==> config.mk <==
export PLATFORM = sky130hd
export DESIGN_NAME = fxp_mac_unit
export DESIGN_NICKNAME = d
export VERILOG_FILES = /design/src/rtl/fxp_mac_pkg.sv /design/src/rtl/fxp_frac_mul.sv /design/src/rtl/fxp_sat_addsub.sv /design/src/rtl/fxp_sat_narrow.sv /design/src/rtl/fxp_mac_unit.sv
export SDC_FILE = /design/constraint.sdc
export NUM_CORES = 1
export LEC_CHECK = 0
export BUFFER_PORTS_ARGS = -buffer_cell sky130_fd_sc_hd__buf_2
export CAP_MARGIN = 25
export CORE_ASPECT_RATIO = 1.4
export CORE_UTILIZATION = 65
export DETAILED_ROUTE_END_ITERATION = 6
export HOLD_SLACK_MARGIN = 0.1
export PLACE_DENSITY_LB_ADDON = 0.05
export SLEW_MARGIN = 15
export SYNTH_ARGS = -nofsm -noshare
export SYNTH_HDL_FRONTEND = slang
export SYNTH_HIERARCHICAL = 1
export SYNTH_SLANG_ARGS = --single-unit
==> constraint.sdc <==
create_clock -name clk_i -period 1 [get_ports clk_i]
set_input_delay 0.1 -clock clk_i [delete_from_list [all_inputs] [get_ports clk_i]]
set_output_delay 0.1 -clock clk_i [all_outputs]
set_load 0.02 [all_outputs]
==> src/rtl/fxp_mac_pkg.sv <==
package fxp_mac_pkg;
  localparam int unsigned OP_W = 4;

  typedef enum logic [OP_W-1:0] {
    OP_MUL_L  = 4'd0,
    OP_MAC    = 4'd1,
    OP_MSU    = 4'd2,
    OP_MAC_R  = 4'd3,
    OP_MSU_R  = 4'd4,
    OP_ADD_L  = 4'd5,
    OP_SUB_L  = 4'd6,
    OP_RND    = 4'd7,
    OP_MUL_S  = 4'd8,
    OP_MUL_SR = 4'd9
  } fxp_op_e;
endpackage

==> src/rtl/fxp_frac_mul.sv <==
module fxp_frac_mul #(
  parameter int unsigned DW = 16,
  localparam int unsigned AW = 2*DW
) (
  input  logic [DW-1:0] a_i,
  input  logic [DW-1:0] b_i,
  output logic [AW-1:0] prod_o,
  output logic [AW-1:0] dbl_o,
  output logic          clamp_o
);
  localparam logic [AW-1:0] P_OVF = AW'(1) << (AW-2);
  localparam logic [AW-1:0] MAX_L = {1'b0, {(AW-1){1'b1}}};

  logic signed [AW-1:0] p;
  assign p       = $signed({{DW{a_i[DW-1]}}, a_i}) * $signed({{DW{b_i[DW-1]}}, b_i});
  assign prod_o  = p;
  // only full-scale negative squared overflows when doubled
  assign clamp_o = (p == P_OVF);
  assign dbl_o   = clamp_o ? MAX_L : {p[AW-2:0], 1'b0};
endmodule

==> src/rtl/fxp_sat_addsub.sv <==
module fxp_sat_addsub #(
  parameter int unsigned W = 32
) (
  input  logic [W-1:0] x_i,
  input  logic [W-1:0] y_i,
  input  logic         sub_i,
  output logic [W-1:0] sum_o,
  output logic         ovf_o
);
  localparam logic [W-1:0] MAX_V = {1'b0, {(W-1){1'b1}}};
  localparam logic [W-1:0] MIN_V = {1'b1, {(W-1){1'b0}}};

  logic [W-1:0] yy, raw;
  logic         same_in;

  assign yy      = sub_i ? ~y_i : y_i;
  assign raw     = x_i + yy + {{(W-1){1'b0}}, sub_i};
  assign same_in = (x_i[W-1] == y_i[W-1]);
  assign ovf_o   = (sub_i ? !same_in : same_in) && (raw[W-1] != x_i[W-1]);
  assign sum_o   = ovf_o ? (x_i[W-1] ? MIN_V : MAX_V) : raw;
endmodule

==> src/rtl/fxp_sat_narrow.sv <==
module fxp_sat_narrow #(
  parameter int unsigned IW = 32,
  parameter int unsigned OW = 16
) (
  input  logic [IW-1:0] in_i,
  output logic [OW-1:0] out_o,
  output logic          clamp_o
);
  localparam logic [OW-1:0] MAX_S = {1'b0, {(OW-1){1'b1}}};
  localparam logic [OW-1:0] MIN_S = {1'b1, {(OW-1){1'b0}}};

  logic [IW-OW:0] hi;
  assign hi      = in_i[IW-1:OW-1];
  assign clamp_o = !((&hi) || (~|hi));
  assign out_o   = clamp_o ? (in_i[IW-1] ? MIN_S : MAX_S) : in_i[OW-1:0];
endmodule

==> src/rtl/fxp_mac_unit.sv <==
module fxp_mac_unit
  import fxp_mac_pkg::*;
#(
  parameter int unsigned DW = 16,
  localparam int unsigned AW = 2*DW
) (
  input  logic            clk_i,
  input  logic            rst_ni,
  input  logic [OP_W-1:0] op_i,
  input  logic [AW-1:0]   acc_i,
  input  logic [DW-1:0]   a_i,
  input  logic [DW-1:0]   b_i,
  output logic [AW-1:0]   res_o,
  output logic            sat_o,
  output logic            illegal_o
);
  localparam logic [AW-1:0] RND_L = AW'(1) << DW;
  localparam logic [AW-1:0] HALF_L = AW'(1) << (DW-1);
  localparam logic [AW-1:0] HALF_S = AW'(1) << (DW-2);

  fxp_op_e op;
  assign op = fxp_op_e'(op_i);

  logic [AW-1:0] prod, dbl;
  logic          p_clamp;

  fxp_frac_mul #(.DW(DW)) u_mul (
    .a_i(a_i), .b_i(b_i), .prod_o(prod), .dbl_o(dbl), .clamp_o(p_clamp)
  );

  logic [AW-1:0] add_y, sum;
  logic          add_sub, ovf;

  always_comb begin
    add_y   = '0;
    add_sub = 1'b0;
    unique case (op)
      OP_MAC, OP_MAC_R: add_y = dbl;
      OP_MSU, OP_MSU_R: begin add_y = dbl; add_sub = 1'b1; end
      OP_ADD_L:         add_y = {a_i, b_i};
      OP_SUB_L:         begin add_y = {a_i, b_i}; add_sub = 1'b1; end
      OP_RND:           add_y = HALF_L;
      default:          ;
    endcase
  end

  fxp_sat_addsub #(.W(AW)) u_add (
    .x_i(acc_i), .y_i(add_y), .sub_i(add_sub), .sum_o(sum), .ovf_o(ovf)
  );

  // wrapping round for the rounded MAC/MSU variants
  logic [AW-1:0] wrapped;
  assign wrapped = sum + HALF_L;

  // short multiply: variant 0 truncates, variant 1 rounds
  logic [DW-1:0] short_q [2];
  logic [1:0]    short_clamp;

  for (genvar k = 0; k < 2; k++) begin : g_mul16
    localparam logic [AW-1:0] BIAS = (k == 1) ? HALF_S : '0;
    logic [AW-1:0] biased, shifted;
    assign biased  = prod + BIAS;
    assign shifted = AW'($signed(biased) >>> (DW-1));
    fxp_sat_narrow #(.IW(AW), .OW(DW)) u_nar (
      .in_i(shifted), .out_o(short_q[k]), .clamp_o(short_clamp[k])
    );
  end

  logic [AW-1:0] res_d;
  logic          sat_d, ill_d;

  always_comb begin
    res_d = '0;
    sat_d = 1'b0;
    ill_d = 1'b0;
    unique case (op)
      OP_MUL_L: begin res_d = dbl; sat_d = p_clamp; end
      OP_MAC, OP_MSU: begin res_d = sum; sat_d = ovf | p_clamp; end
      OP_ADD_L, OP_SUB_L: begin res_d = sum; sat_d = ovf; end
      OP_MAC_R, OP_MSU_R: begin
        res_d = {{DW{wrapped[AW-1]}}, wrapped[AW-1:DW]};
        sat_d = ovf | p_clamp;
      end
      OP_RND: begin
        res_d = {{DW{sum[AW-1]}}, sum[AW-1:DW]};
        sat_d = ovf;
      end
      OP_MUL_S: begin
        res_d = {{DW{short_q[0][DW-1]}}, short_q[0]};
        sat_d = short_clamp[0];
      end
      OP_MUL_SR: begin
        res_d = {{DW{short_q[1][DW-1]}}, short_q[1]};
        sat_d = short_clamp[1];
      end
      default: ill_d = 1'b1;
    endcase
  end

  logic unused_rnd;
  assign unused_rnd = ^RND_L;

  always_ff @(posedge clk_i or negedge rst_ni) begin
    if (!rst_ni) begin
      res_o     <= '0;
      sat_o     <= 1'b0;
      illegal_o <= 1'b0;
    end else begin
      res_o     <= res_d;
      sat_o     <= sat_d;
      illegal_o <= ill_d;
    end
  end
endmodule

==> flow_metrics.env, run 1 <==
export IMPL_h_tree_depth=2
export IMPL_io_pins=104
export IMPL_cts_made_buffers=5
export IMPL_firstError="[ERROR GRT-0116] Global routing finished with congestion. Check the congestion regions in the DRC Viewer."
export IMPL_grt_overflow=21
export IMPL_synth_cell_area_sq_um=16490
export IMPL_cts_sinks=34
export IMPL_initial_core_util=0.6662
export IMPL_stop_stage="5_1_grt"
export IMPL_port_buffers=103
export IMPL_status="did not finish"
export IMPL_die_y_um=190.5
export IMPL_avgSynthCellArea_sq_um=8.355
export IMPL_rows=68
export IMPL_synth_cells=1974
export IMPL_grt_max_degree=36
export IMPL_cts_root_buf="clkbuf_16"
export IMPL_synth_nets=2421
export IMPL_track_usage=0.6948
export IMPL_clock_path_buffers=2
export IMPL_ys_warn_count=6
export IMPL_grt_pass1_wl_um=131200
export IMPL_grt_pass1_vias=22340
export IMPL_die_w_um=136.6
export IMPL_place_congestion=1.041
export IMPL_hpwl_um=51650
[through the flow]
step	setup WS (ns)	util	area (sq um)	std cells	hold WS [ns]
after detailed placement	-9.475	0.8494	21030	2783	0.1527
after floorplan	-8.646	-	16950	1974	-0.1956
after CTS	-8.789	0.9139	22630	2834	0.2881
after global placement	-9.219	0.8494	21030	2783	0.1315
[what timing repair did]
action / in CTS
setup endpoints to repair: 33
setup buffers: 40
cloned: 3
hold buffers: 1
resized for setup: 235
hold endpoints to repair: 34
pin swaps: 74
[routing by layer]
metal | global-route usage | overflow
met1 | 0.6784 | 0
met2 | 0.9194 | 13
met3 | 0.4545 | 0
met4 | 0.7564 | 8
met5 | 0.1052 | 0
==> run 2: changes to the inputs <==
Settings changed: CORE_ASPECT_RATIO 1.4 to default, CORE_UTILIZATION 65 to 40, HOLD_SLACK_MARGIN 0.1 to default, PLACE_DENSITY_LB_ADDON 0.05 to 0.15.
==> run 2 against run 1 <==
The flow now finishes, with violations (setup timing). Synthesized cell count unchanged. Synthesized area stayed put.
==> flow_metrics.env, run 2 <==
export IMPL_largest_reg_flops=32
export IMPL_worst_ep_arrival_time_ns=9.72
export IMPL_slowest_delay_ns=0.53
export IMPL_antenna_found_initial=0
export IMPL_m1WireLength_um=26100
export IMPL_drive_gt1_frac=0.3834
export IMPL_port_buffers=103
export IMPL_avgSynthCellArea_sq_um=8.355
export IMPL_hold_path_class="primary input to register"
export IMPL_grt_pass1_wl_um=92290
export IMPL_grt_max_degree=36
export IMPL_worst_slew_pin_slew_ns=0.5357
export IMPL_nets=3005
export IMPL_maxCapViolCount=0
export IMPL_die_w_um=205.1
export IMPL_initial_core_util=0.4049
export IMPL_cp_required_ns=1.15
export IMPL_grt_pass1_vias=16720
export IMPL_fin_ws_ns=-8.576
export IMPL_place_area_sq_um=21310
export IMPL_highest_layer="met4"
export IMPL_cts_made_buffers=5
export IMPL_ys_warn_count=6
export IMPL_cts_sinks=34
export IMPL_wl_per_cell_um=18.86
export IMPL_crit_top_cell="fa_1"
export IMPL_finalSetupViolCount=33
export IMPL_wl_um=58310
export IMPL_dieArea_sq_um=42050
export IMPL_cts_root_buf="clkbuf_16"
export IMPL_fin_area_sq_um=23600
export IMPL_drt_iter0_markers=991
export IMPL_post_place_cells=3010
export IMPL_synth_nets=2421
export IMPL_drtAntennaViolNets=0
export IMPL_rows=74
export IMPL_vias=15980
export IMPL_tritoncts="built"
export IMPL_clk_pin_slew_worst_paths_ns=0.05
export IMPL_die_y_um=205.1
export IMPL_status="finished, violations left"
export IMPL_coreArea_sq_um=40740
export IMPL_violations="setup timing"
export IMPL_h_tree_depth=2
export IMPL_place_congestion=1.024
export IMPL_relSlewSlack=0.6429
export IMPL_start_kind="primary input"
export IMPL_cp_max_fo=13
export IMPL_timing_hold_ws_ns=0.2719
export IMPL_hold_viol_final=0
export IMPL_fin_cells=3091
export IMPL_area_growth_pct=43.08
export IMPL_rsz0062_at_grt="yes"
export IMPL_clock_path_buffers=2
export IMPL_setup_tns_ns=-277.15
export IMPL_cp_end_kind="register"
export IMPL_synth_cell_area_sq_um=16490
export IMPL_hpwl_um=50010
export IMPL_slowest_stage="fa_1"
export IMPL_drtPass1Iterations=7
export IMPL_top_register="res_o"
export IMPL_mostFrequentLayoutCells="505 x buf_4, 334 x inv_1, 243 x fa_1"
export IMPL_final_common_cell="buf_4"
export IMPL_wl_met2_um=28530
export IMPL_io_pins=104
export IMPL_track_usage=0.2828
export IMPL_finalMaxSlewViolations=0
export IMPL_fmaxAchievable_ghz=0.1044
export IMPL_largest_registers="res_o x32, illegal_o x1, sat_o x1"
export IMPL_worstSetupPathType="primary input to register"
export IMPL_grt_overflow=0
export IMPL_holdPathStages=3
export IMPL_antenna_cells=0
export IMPL_drc=0
export IMPL_period_minus_slack_ns=9.576
export IMPL_dr_wl_met3_um=2194
export IMPL_synth_cells=1974
export IMPL_period_share=9.576
export IMPL_vias_per_cell=5.171
run 2: area by class of cell:
class / instances / area, sq um
fill: 3755 / 17140
multi-input combinational: 1485 / 15090
timing repair buffer: 674 / 5499
inverter: 358 / 1346
sequential: 34 / 850.8
tap: 532 / 665.6
clock buffer: 7 / 142.6
clock inverter: 1 / 5.005
run 2: path summary, 6_finish.rpt:
check,start,end,slack [ns]
min in group asynchronous,rst_ni,res_o[19],0.37
max in group asynchronous,rst_ni,res_o[8],0.35
min,op_i[3],illegal_o,0.27
max,a_i[11],res_o[24],-8.58
run 2: what timing repair did:
action | in CTS | in global routing
hold buffers | 1 | 0
resized for setup | 202 | 157
hold endpoints to repair | 34 | 0
setup buffers | 35 | 37
cloned | 2 | 3
endpoints found under the setup margin | 33 | 33
pin swaps | 90 | 129
run 2: stage by stage:
step                      worst slack (ns)    util
after CTS                           -8.549  0.5547
after global routing                -8.970  0.5793
after detailed placement            -9.563  0.5232
final                               -8.576  0.5793
after global placement              -9.397  0.5232
after floorplan                     -8.646       -
run 2: critical path, delay by kind of cell:
| family | cells | cell delay, ns |
|---|---|---|
| buf+inv | 12 | 1.28 |
| simple gates | 12 | 1.84 |
| compound gates | 10 | 2.38 |
| fa+ha+maj | 9 | 3.66 |
| xor+xnor | 2 | 0.45 |
run 2: layer usage:
| layer | track usage | vias to the layer above |
|---|---|---|
| li1 | - | 7631 |
| met1 | 0.3866 | 7905 |
| met2 | 0.4907 | 388 |
| met3 | 0.01273 | 59 |
| met4 | 0.06640 | 0 |
| met5 | 0 | - |
Power of run 2 is not shown: default switching activity piles up to over one toggle a cycle in this logic, so the estimate is an artifact.
==> run 3: changes to the inputs <==
Settings changed: CAP_MARGIN 25 to 20.
Clock period 1 ns to 8.1 ns, I/O delays scaled along.
==> run 3 against run 2 <==
Count of clock-buffer cells in the layout unchanged. First-iteration DRC count up 7.4%. The flow still finishes with violations (setup timing). Die area unchanged. Flip-flop and latch count unchanged. Largest cell class unchanged. Wire length up 1.9%. Via count up 1.5%.
==> flow_metrics.env, run 3 (synthesis gave the netlist of run 2 again) <==
export IMPL_status="finished, violations left"
export IMPL_violations="setup timing"
export IMPL_cp_required_ns=8.24
export IMPL_cp_max_fo=8
export IMPL_worst_slew_pin_slew_ns=1.173
export IMPL_antenna_found_initial=0
export IMPL_initial_core_util=0.4049
export IMPL_wl_um=59440
export IMPL_rsz0062_at_grt="yes"
export IMPL_hpwl_um=49680
export IMPL_h_tree_depth=2
export IMPL_hold_viol_final=0
export IMPL_hold_path_class="primary input to asynchronous set/reset pin"
export IMPL_fin_ws_ns=-2.085
export IMPL_relSlewSlack=0.2142
export IMPL_die_w_um=205.1
export IMPL_die_y_um=205.1
export IMPL_worst_ep_arrival_time_ns=10.33
export IMPL_drtAntennaViolNets=0
export IMPL_grt_overflow=0
export IMPL_mostFrequentLayoutCells="491 x buf_4, 338 x inv_1, 244 x fa_1"
export IMPL_cts_hold_buf=0
export IMPL_io_pins=104
export IMPL_drive_gt1_frac=0.3857
export IMPL_finalMaxSlewViolations=0
export IMPL_final_common_cell="buf_4"
export IMPL_dieArea_sq_um=42050
export IMPL_period_minus_slack_ns=10.18
export IMPL_top_register="res_o"
export IMPL_multiInputGateArea_sq_um=15260
export IMPL_slowest_delay_ns=0.59
export IMPL_largest_registers="res_o x32, illegal_o x1, sat_o x1"
export IMPL_antenna_cells=0
export IMPL_slowest_stage="fa_1"
export IMPL_fin_cells=3073
export IMPL_area_growth_pct=43.48
export IMPL_grt_max_degree=36
export IMPL_drc=0
export IMPL_finalSetupViolCount=33
export IMPL_tritoncts="built"
export IMPL_timing_hold_ws_ns=0.5769
export IMPL_vias=16230
export IMPL_track_usage=0.2851
export IMPL_maxCapViolCount=0
export IMPL_fmaxAchievable_ghz=0.09819
export IMPL_clk_pin_slew_worst_paths_ns=0.05
export IMPL_nets=2987
export IMPL_period_share=1.257
export IMPL_cp_end_kind="register"
export IMPL_clock_path_buffers=2
export IMPL_drt_iter0_markers=1064
export IMPL_crit_top_cell="fa_1"
export IMPL_grt_pass1_vias=16690
export IMPL_num_fill_cells=3654
export IMPL_worstSetupPathType="primary input to register"
export IMPL_place_congestion=1.020
export IMPL_start_kind="primary input"
export IMPL_cts_sinks=34
export IMPL_largest_reg_flops=32
export IMPL_rows=74
export IMPL_regArea_sq_um=850.8
export IMPL_drtPass1Iterations=5
export IMPL_coreArea_sq_um=40740
export IMPL_cts_root_buf="clkbuf_16"
export IMPL_post_place_cells=2968
export IMPL_grt_pass1_wl_um=92680
export IMPL_port_buffers=103
export IMPL_vias_per_cell=5.280
export IMPL_cts_made_buffers=5
export IMPL_wl_per_cell_um=19.34
run 3: cell count changes in the layout (fill, tap and decap cells not counted), moves of 5 or more:
cell	change
buf_4	-14
buf_6	-10
nand2_2	-10
a21oi_2	+7
nand2_1	+6
a21oi_1	-5
nor2_1	-5
run 3: area by class of cell:
type,instances,share of cell area
Clock buffer,7,0.005604
Clock inverter,1,0.001269
Inverter,358,0.05678
Multi-Input combinational cell,1485,0.6449
Sequential cell,34,0.03595
Tap cell,532,0.02813
Timing Repair Buffer,656,0.2274
run 3: through the flow:
| stage | TNS, ns | area, sq um | util | setup WS [ns] |
|---|---|---|---|---|
| 2_1_floorplan | -63.87 | 16950 | - | -2.256 |
| 3_3_place_gp | -88.06 | 21010 | 0.5158 | -2.798 |
| 3_5_place_dp | -90.63 | 21010 | 0.5158 | -2.887 |
| 4_1_cts | -63.21 | 22470 | 0.5516 | -2.013 |
| 5_1_grt | -76.34 | 23670 | 0.5809 | -2.433 |
| 6_report | -65.50 | 23670 | 0.5809 | -2.085 |
run 3: per-layer routing:
metal / global-route usage / vias to the layer above / part of all wire
li1: - / 7593 / -
met1: 0.3804 / 8027 / 0.43
met2: 0.4925 / 504 / 0.49
met3: 0.02354 / 102 / 0.050
met4: 0.07857 / 0 / 0.032
met5: 0 / - / 0
run 3: final timing paths:
check                          from        end  cells past startpoint
max in group asynchronous    rst_ni   res_o[9]                      1
min in group clk_i         acc_i[0]   res_o[0]                      5
setup / recovery            a_i[15]  res_o[16]                     44
hold / removal               rst_ni      sat_o                      1
run 3: worst max-delay path: cells and delay by family:
family | cells | cell delay (ns)
buffers and inverters | 11 | 1.29
AO/OA/AOI/OAI | 11 | 1.89
AND/OR/NAND/NOR | 12 | 2.26
XOR/XNOR | 2 | 0.38
adder cells (fa/ha/maj) | 8 | 3.69
run 3: repair_timing:
item                                    CTS  global route
endpoints found under the setup margin   33            33
cloned                                    1             5
pin swaps                                99            96
resized for setup                       206           165
setup buffers                            59            37
Power of run 3 is left out for the same reason.
==> run 4: changes to the inputs <==
Settings changed: SKIP_LAST_GASP from default to 1.
==> run 4 against run 3 <==
The run still ends with setup timing left. Die area is the same. Global-route usage is the same. First-iteration DRC count shrank 4.1%. Critical path depth is the same. Worst setup slack lost 0.037 ns. Cell area is essentially flat. Final cell count is the same. Critical path type unchanged.
==> flow_metrics.env, run 4 (synthesis gave the netlist of run 2 again) <==
export IMPL_status="finished, violations left"
export IMPL_violations="setup timing"
export IMPL_cts_hold_buf=0
export IMPL_clock_path_buffers=2
export IMPL_drtAntennaViolNets=0
export IMPL_tritoncts="built"
export IMPL_place_ws_ns=-2.887
export IMPL_crit_top_cell="fa_1"
export IMPL_cp_required_ns=8.30
export IMPL_wl_per_cell_um=19.34
export IMPL_worstSetupPathType="primary input to register"
export IMPL_initial_core_util=0.4049
export IMPL_hpwl_um=49680
export IMPL_largest_reg_flops=32
export IMPL_maxCapViolCount=0
export IMPL_finalMaxSlewViolations=0
export IMPL_fin_area_sq_um=23650
export IMPL_mostFrequentLayoutCells="492 x buf_4, 338 x inv_1, 244 x fa_1"
export IMPL_worst_ep_arrival_time_ns=10.42
export IMPL_dieArea_sq_um=42050
export IMPL_top_register="res_o"
export IMPL_antenna_cells=0
export IMPL_hold_path_class="primary input to asynchronous set/reset pin"
export IMPL_die_w_um=205.1
export IMPL_period_minus_slack_ns=10.22
export IMPL_cts_made_buffers=5
export IMPL_drt_iter0_markers=1020
export IMPL_vias_per_cell=5.273
export IMPL_vias=16200
export IMPL_multiInputGateArea_sq_um=15250
export IMPL_wl_um=59440
export IMPL_grt_pass1_wl_um=92680
export IMPL_cp_end_kind="register"
export IMPL_grt_overflow=0
export IMPL_relSlewSlack=0.2252
export IMPL_grt_pass1_vias=16690
export IMPL_rsz0062_at_grt="yes"
export IMPL_final_common_cell="buf_4"
export IMPL_rows=74
export IMPL_cp_max_fo=8
export IMPL_start_kind="primary input"
export IMPL_antenna_found_initial=0
export IMPL_period_share=1.262
export IMPL_worst_slew_pin_slew_ns=1.157
export IMPL_slowest_delay_ns=0.55
export IMPL_regArea_sq_um=850.8
export IMPL_hold_viol_final=0
export IMPL_drtPass1Iterations=5
export IMPL_port_buffers=103
export IMPL_num_fill_cells=3656
export IMPL_largest_registers="res_o x32, illegal_o x1, sat_o x1"
export IMPL_finalSetupViolCount=33
export IMPL_cts_sinks=34
export IMPL_io_pins=104
export IMPL_cts_root_buf="clkbuf_16"
export IMPL_place_congestion=1.020
export IMPL_drc=0
export IMPL_clk_pin_slew_worst_paths_ns=0.05
export IMPL_fmaxAchievable_ghz=0.09783
export IMPL_area_growth_pct=43.42
export IMPL_nets=2987
export IMPL_fin_ws_ns=-2.122
export IMPL_die_y_um=205.1
export IMPL_grt_max_degree=36
export IMPL_h_tree_depth=2
export IMPL_place_area_sq_um=21010
export IMPL_coreArea_sq_um=40740
export IMPL_track_usage=0.2851
export IMPL_drive_gt1_frac=0.3845
export IMPL_slowest_stage="fa_1"
run 4: cell counts in the layout (fill, tap and decap cells not counted):
No cell type changed its count.
run 4: worst max path at each step:
stage | start | end | cells past startpoint
final | a_i[15] | res_o[16] | 44
after global routing | a_i[15] | res_o[27] | 44
after CTS | b_i[12] | res_o[18] | 41
after detailed placement | a_i[15] | res_o[18] | 41
after global placement | a_i[5] | res_o[18] | 44
after floorplan | b_i[2] | res_o[28] | 44
run 4: per-layer routing:
| metal | share of wire | up-vias | routed length [um] | global-route usage |
|---|---|---|---|---|
| li1 | - | 7602 | - | - |
| met1 | 0.43 | 8021 | 25700 | 0.3804 |
| met2 | 0.49 | 482 | 29120 | 0.4925 |
| met3 | 0.047 | 98 | 2776 | 0.02354 |
| met4 | 0.031 | 0 | 1840 | 0.07857 |
| met5 | 0 | - | 0 | 0 |
run 4: critical path, delay by kind of cell:
kind / cells / cell delay (ns)
AOI/OAI and AO/OA: 15 / 2.79
xor gates and xnor gates: 3 / 0.62
adders and majority gates: 8 / 3.63
buffers and inverters: 11 / 1.45
and+or+nand+nor: 7 / 1.13
run 4: cell type report:
| class | instances | share of cell area |
|---|---|---|
| flip-flops and latches | 34 | 0.03597 |
| repair buffers | 656 | 0.2273 |
| well taps | 532 | 0.02814 |
| clock inverters | 1 | 0.001270 |
| clock buffers | 7 | 0.005607 |
| inverters | 358 | 0.05681 |
| multi-input cells | 1485 | 0.6449 |
run 4: stage by stage:
step / util / setup TNS, ns / instances / hold slack, ns
global route: 0.5806 / -76.36 / 3073 / 0.6415
CTS: 0.5516 / -63.21 / 3035 / 0.6022
finish: 0.5806 / -66.12 / 3073 / 0.5791
floorplan: - / -63.87 / 1974 / 0.5144
global placement: 0.5158 / -88.06 / 2968 / 0.8743
detailed placement: 0.5158 / -90.63 / 2968 / 0.8910
run 4: timing repair:
action                     in CTS  in global routing
setup endpoints to repair      33                 33
buffers inserted               59                 37
resized for setup             206                161
pin swaps                      99                 96
gates cloned                    1                  5
Power of run 4 is left out for the same reason.
